--- src/rtl/lnk_stat_pkg.sv ---
package lnk_stat_pkg;
  localparam int STAT_W = 16;

  // bit positions of the status word
  localparam int B_FX_LO     = 15;
  localparam int B_FX_FERR   = 14;
  localparam int B_REM_FLT   = 13;
  localparam int B_TP_LO     = 12;
  localparam int B_TP_FERR   = 11;
  localparam int B_SEED      = 10;
  localparam int B_LINK      = 9;
  localparam int B_ANEG      = 8;
  localparam int B_TP_100    = 7;
  localparam int B_TP_10     = 6;
  localparam int B_TP_PKT    = 5;
  localparam int B_TP_BURST  = 4;
  localparam int B_FX_100    = 3;
  localparam int B_FX_10     = 2;
  localparam int B_FX_PKT    = 1;
  localparam int B_FX_BURST  = 0;

  // count of bits per rule
  localparam int LIVE_N = 12;  // eleven plain bits plus gated aneg
  localparam int HOLD_N = 3;   // latch-high bits: seed, tp pkt, fx pkt
endpackage

--- src/rtl/lnk_stat_live.sv ---
module lnk_stat_live #(
  parameter int W = 12
) (
  input  logic         clk,
  input  logic         rst_n,
  input  logic [W-1:0] d_i,
  output logic [W-1:0] q_o
);
  always_ff @(posedge clk or negedge rst_n) begin
    if (!rst_n) q_o <= '0;
    else        q_o <= d_i;
  end

  for (genvar i = 0; i < W; i++) begin : g_chk

    live_set_chk: assert property (@(posedge clk) disable iff (!rst_n)
      d_i[i] |=> q_o[i]);

    live_clr_chk: assert property (@(posedge clk) disable iff (!rst_n)
      !d_i[i] |=> !q_o[i]);
  end
endmodule

--- src/rtl/lnk_stat_sticky_hi.sv ---
module lnk_stat_sticky_hi #(
  parameter int N = 3
) (
  input  logic         clk,
  input  logic         rst_n,
  input  logic [N-1:0] ev_i,
  input  logic [N-1:0] qual_i,
  input  logic         clr_i,
  output logic [N-1:0] q_o
);
  for (genvar i = 0; i < N; i++) begin : g_bit
    logic nxt;
    always_comb nxt = qual_i[i] & (ev_i[i] | (q_o[i] & ~clr_i));

    always_ff @(posedge clk or negedge rst_n) begin
      if (!rst_n) q_o[i] <= 1'b0;
      else        q_o[i] <= nxt;
    end

    // held until read
    hold_keep_chk: assert property (@(posedge clk) disable iff (!rst_n)
      (q_o[i] && !clr_i && qual_i[i]) |=> q_o[i]);
    // qualifier low forces zero
    hold_qual_chk: assert property (@(posedge clk) disable iff (!rst_n)
      !qual_i[i] |=> !q_o[i]);
    // event at read re-latches
    hold_relatch_chk: assert property (@(posedge clk) disable iff (!rst_n)
      (ev_i[i] && qual_i[i]) |=> q_o[i]);
    // read without event clears
    hold_rearm_chk: assert property (@(posedge clk) disable iff (!rst_n)
      (clr_i && !ev_i[i]) |=> !q_o[i]);
  end
endmodule

--- src/rtl/lnk_stat_sticky_lo.sv ---
module lnk_stat_sticky_lo (
  input  logic clk,
  input  logic rst_n,
  input  logic cond_i,
  input  logic en_i,
  input  logic clr_i,
  output logic q_o
);
  always_ff @(posedge clk or negedge rst_n) begin
    if (!rst_n) q_o <= 1'b0;
    else        q_o <= en_i & cond_i & (clr_i | q_o);
  end

  // a drop shows on the next clock
  lo_drop_chk: assert property (@(posedge clk) disable iff (!rst_n)
    !cond_i |=> !q_o);
  // a zero stays until read
  lo_stay_chk: assert property (@(posedge clk) disable iff (!rst_n)
    (!q_o && !clr_i) |=> !q_o);
  // read with link up re-arms to one
  lo_rearm_chk: assert property (@(posedge clk) disable iff (!rst_n)
    (clr_i && cond_i && en_i) |=> q_o);
endmodule

--- src/rtl/lnk_stat_reg.sv ---
module lnk_stat_reg
  import lnk_stat_pkg::*;
(
  input  logic              clk,
  input  logic              rst_n,
  input  logic              transparent_i,
  input  logic              rd_stb_i,
  input  logic              fx_lo_track_i,
  input  logic              fx_freq_err_i,
  input  logic              fx_remote_fault_i,
  input  logic              tp_lo_track_i,
  input  logic              tp_freq_err_i,
  input  logic              seed_stall_i,
  input  logic              tp_link_up_i,
  input  logic              tp_aneg_done_i,
  input  logic              tp_rate100_i,
  input  logic              tp_rate10_i,
  input  logic              tp_pkt_seen_i,
  input  logic              tp_pulse_burst_i,
  input  logic              fx_rate100_i,
  input  logic              fx_rate10_i,
  input  logic              fx_pkt_seen_i,
  input  logic              fx_pulse_burst_i,
  output logic [STAT_W-1:0] status_o
);
  logic              nontr;
  logic [LIVE_N-1:0] live_d, live_q;
  logic [HOLD_N-1:0] hold_ev, hold_qual, hold_q;
  logic              link_q;

  assign nontr = ~transparent_i;

  assign live_d = {fx_lo_track_i, fx_freq_err_i, fx_remote_fault_i,
                   tp_lo_track_i, tp_freq_err_i,
                   tp_aneg_done_i & nontr,
                   tp_rate100_i, tp_rate10_i, tp_pulse_burst_i,
                   fx_rate100_i, fx_rate10_i, fx_pulse_burst_i};

  lnk_stat_live #(.W(LIVE_N)) u_live (
    .clk(clk), .rst_n(rst_n), .d_i(live_d), .q_o(live_q)
  );

  // [2] seed stall, [1] tp packet, [0] fx packet
  assign hold_ev   = {seed_stall_i, tp_pkt_seen_i, fx_pkt_seen_i};
  assign hold_qual = {1'b1, tp_rate100_i | tp_rate10_i,
                      fx_rate100_i | fx_rate10_i};

  lnk_stat_sticky_hi #(.N(HOLD_N)) u_hold (
    .clk(clk), .rst_n(rst_n), .ev_i(hold_ev), .qual_i(hold_qual),
    .clr_i(rd_stb_i), .q_o(hold_q)
  );

  lnk_stat_sticky_lo u_link (
    .clk(clk), .rst_n(rst_n), .cond_i(tp_link_up_i), .en_i(nontr),
    .clr_i(rd_stb_i), .q_o(link_q)
  );

  always_comb begin
    status_o             = '0;
    status_o[B_FX_LO]    = live_q[11];
    status_o[B_FX_FERR]  = live_q[10];
    status_o[B_REM_FLT]  = live_q[9];
    status_o[B_TP_LO]    = live_q[8];
    status_o[B_TP_FERR]  = live_q[7];
    status_o[B_SEED]     = hold_q[2];
    status_o[B_LINK]     = link_q;
    status_o[B_ANEG]     = live_q[6];
    status_o[B_TP_100]   = live_q[5];
    status_o[B_TP_10]    = live_q[4];
    status_o[B_TP_PKT]   = hold_q[1];
    status_o[B_TP_BURST] = live_q[3];
    status_o[B_FX_100]   = live_q[2];
    status_o[B_FX_10]    = live_q[1];
    status_o[B_FX_PKT]   = hold_q[0];
    status_o[B_FX_BURST] = live_q[0];
  end


  rst_zero_chk: assert property (@(posedge clk)
    !rst_n |=> status_o == '0);

  transp_gate_chk: assert property (@(posedge clk) disable iff (!rst_n)
    transparent_i |=> (!status_o[B_LINK] && !status_o[B_ANEG]));

  aneg_follow_chk: assert property (@(posedge clk) disable iff (!rst_n)
    (tp_aneg_done_i && nontr) |=> status_o[B_ANEG]);

  tp_pkt_qual_chk: assert property (@(posedge clk) disable iff (!rst_n)
    status_o[B_TP_PKT] |-> (status_o[B_TP_100] || status_o[B_TP_10]));

  fx_pkt_qual_chk: assert property (@(posedge clk) disable iff (!rst_n)
    status_o[B_FX_PKT] |-> (status_o[B_FX_100] || status_o[B_FX_10]));
endmodule

--- config.mk ---
export PLATFORM = sky130hd
export DESIGN_NAME = lnk_stat_reg
export DESIGN_NICKNAME = d
export VERILOG_FILES = /design/src/rtl/lnk_stat_pkg.sv /design/src/rtl/lnk_stat_live.sv /design/src/rtl/lnk_stat_sticky_hi.sv /design/src/rtl/lnk_stat_sticky_lo.sv /design/src/rtl/lnk_stat_reg.sv
export SDC_FILE = /design/constraint.sdc
export NUM_CORES = 1
export LEC_CHECK = 0
export BUFFER_PORTS_ARGS = -buffer_cell sky130_fd_sc_hd__buf_2
export CORE_MARGIN = 3
export CORE_UTILIZATION = 36
export CTS_CLUSTER_SIZE = 30
export DETAILED_ROUTE_END_ITERATION = 10
export GPL_ROUTABILITY_DRIVEN = 0
export PLACE_DENSITY = 0.75
export SYNTH_ARGS = -nofsm -noshare
export SYNTH_HDL_FRONTEND = slang
export SYNTH_SLANG_ARGS = --single-unit
--- constraint.sdc ---
create_clock -name clk -period 0.8 [get_ports clk]
set_input_delay 0.04 -clock clk [delete_from_list [all_inputs] [get_ports clk]]
set_output_delay 0.04 -clock clk [all_outputs]
set_load 0.005 [all_outputs]
==> metrics.yaml <==
sta:
  hold_slack_ps: 67.0
  slew_violations: 0
  setup_tns_ps: -215
  tightestPinTransition_ps: 335
  fin_crit_ps: 832
  slew_headroom: 0.777
  grt_setup_unrepaired: "yes"
  fin_crit_sh: 1.04
  setup_ws_ps: -31.9
  max_clock_freq_mhz: 1200
  finalSetupViolCount: 15
  fin_worst_skew_ps: 0
  finalHoldViolCount: 0
floorplanning:
  core_area_um2: 1170
  fp.dieH_um: 42.2
  dieArea_um2: 1780
  ios: 36
  initial_utilization: 0.403
  rows: 12
  fp.dieW_um: 42.2
drt:
  via_per_inst: 4.24
  drt_pass1_iterations: 1
  drtIter0Drc: 0
  wire_per_inst_um: 13.1
  antenna_left: 0
  wl_um: 1290
  vias: 416
  drc: 0
critical_path:
  worstSetupStartpointType: "register"
  arrival_ps: 790
  crit_fanout: 2
  critPathTopFamily: "flip-flops"
  max_stage_delay_ps: 390
  crit_chain: "buf_2"
  end_kind: "primary output"
  critPathSlowestCell: "dfrtp_1"
  worstPathRequired_ps: 760
  path_buf_inv: 1
  worstSetupPathType: "register to primary output"
clock_tree:
  clock_latency_ps: 280
  cts-buffers-inserted: 3
  cts.htree.levels: 1
  cts_tree: "yes"
  path_clk_slew_ps: 90
  clock-root-buffer: "clkbuf_4"
  cts_sinks: 16
  clk_path_buf_depth: 2
final_layout:
  instances_no_fill: 98
  finalNetCount: 105
  area_delta_synth_final_pct: 89.9
  fill_cells: 83
  drive_above_1_share: 0.512
  fin_util: 0.765
  insertedDiodeCount: 0
synth:
  syn_area_um2: 472
  syn_avg_cell_area_um2: 18.1
  synth.ff_latch_count: 16
  synthCells: 26
  synth_cell_types: 8
  yosysWarnings: 0
  synth-seq-area-share: 0.849
  syn_nets: 46
global_routing:
  grtUsageTotal: 0.164
  grt_max_degree: 17
  grt_pass1_wl_um: 2090
  grt_pass1_vias: 466
  antenna_found_initial: 0
  grt_overflow: 0
power:
  power_density_nw_per_um2: 1800
  p_sw_frac: 0.211
  p_int_mw: 1.27
  p_switching_mw: 0.341
  vdd_drop_max_mv: 0.963
  pwr-share-comb: 0.139
  leakage_nw: 0.465
  pwr-share-seq: 0.536
  power_frac_clock: 0.324
placement:
  io_buffers: 35
  placedCellCount: 74
outcome:
  violations: "setup timing"
  status: "finished with violations"
job:
  cap_violations: 0
min_path:
  hp-class: "primary input to register"
[through the flow]
stage	power [mW]	area, um^2	setup slack [ps]
after global routing	1.68	896	-79.2
after CTS	1.62	881	-46.6
after detailed placement	1.03	657	29.9
final	1.62	896	-31.9
after global placement	1.02	657	67.2
after floorplan	0.916	472	55.1
[power groups by stage]
stage                     Combinational (mW)  Clock (mW)  Sequential, mW
final                                  0.225       0.524           0.866
after global placement                 0.140           0           0.879
after global routing                   0.247       0.560           0.871
after detailed placement               0.144           0           0.883
after CTS                              0.215       0.539           0.867
after floorplan                       0.0264           0           0.890
[synthesized netlist by cell type]
library cell,count,area (um^2)
buf_4,1,7.51
nor2b_1,3,18.8
o22a_1,2,17.5
inv_1,1,3.75
dfrtp_1,16,400
a21o_1,1,7.51
nor2_1,1,3.75
nor3b_2,1,12.5
[logic make-up (layout without fill, tap and decap cells)]
family / count (synthesis) / in the layout / share of synthesized area
flip-flops: 16 / 16 / 0.849
AND/OR/NAND/NOR: 5 / 5 / 0.0743
AO/OA/AOI/OAI: 3 / 3 / 0.0531
buffers and inverters: 2 / 60 / 0.0239
[layout make-up]
cell class	instances	area (um^2)	share of cell area
Clock buffer	4	36.3	0.0405
Multi-Input combinational cell	8	67.6	0.0754
Inverter	1	3.75	0.00419
Sequential cell	16	400	0.447
Timing Repair Buffer	55	370	0.413
Tap cell	14	17.5	0.0196
[layout by cell type, fill, tap and decap left out, drive strengths merged]
cell         Yosys  layout
buf              1      37
dlygate4sd3      0      18
dfrtp           16      16
a21o             1       1
clkbuf           0       4
nor3b            1       1
o22a             2       2
nor2b            3       3
nor2             1       1
inv              1       1
[worst register-to-register path: stages (launching register included)]
cell     delay [ps]
dfrtp_1         390
nor2b_1         130
o22a_1          160
[repair_timing]
| item | in CTS | in global routing |
|---|---|---|
| endpoints found under the setup margin | 16 | 18 |
| endpoints found under the hold margin | 32 | 0 |
| hold buffers | 18 | 0 |
| setup buffers | 1 | 1 |
| gates resized for setup | 0 | 2 |
| cloned | 0 | 0 |
[metal layers]
layer	vias to the layer above	wire, um	track usage
met2	17	768	0.316
met4	0	0	0.0745
met3	0	79	0.0300
met1	201	441	0.164
li1	198	-	-
met5	-	0	0
[registers in the layout (all words and copies together), names as in the netlist]
name / cells
u_hold.q_o: 3
u_link.q_o: 1
u_live.q_o: 12
[final timing paths]
kind                          startpoint            end  slack, ps  depth (start not counted)
min in group asynchronous          rst_n  u_live.q_o[7]        180                          2
max reg2reg                u_hold.q_o[0]  u_hold.q_o[0]         20                          2
min                             rd_stb_i     u_link.q_o         70                          3
max                        u_hold.q_o[2]   status_o[10]        -30                          1
min reg2reg                u_hold.q_o[2]  u_hold.q_o[2]        580                          2
max in group asynchronous          rst_n  u_live.q_o[1]        370                          2
No activity file was read; power rests on OpenSTA's default activity.
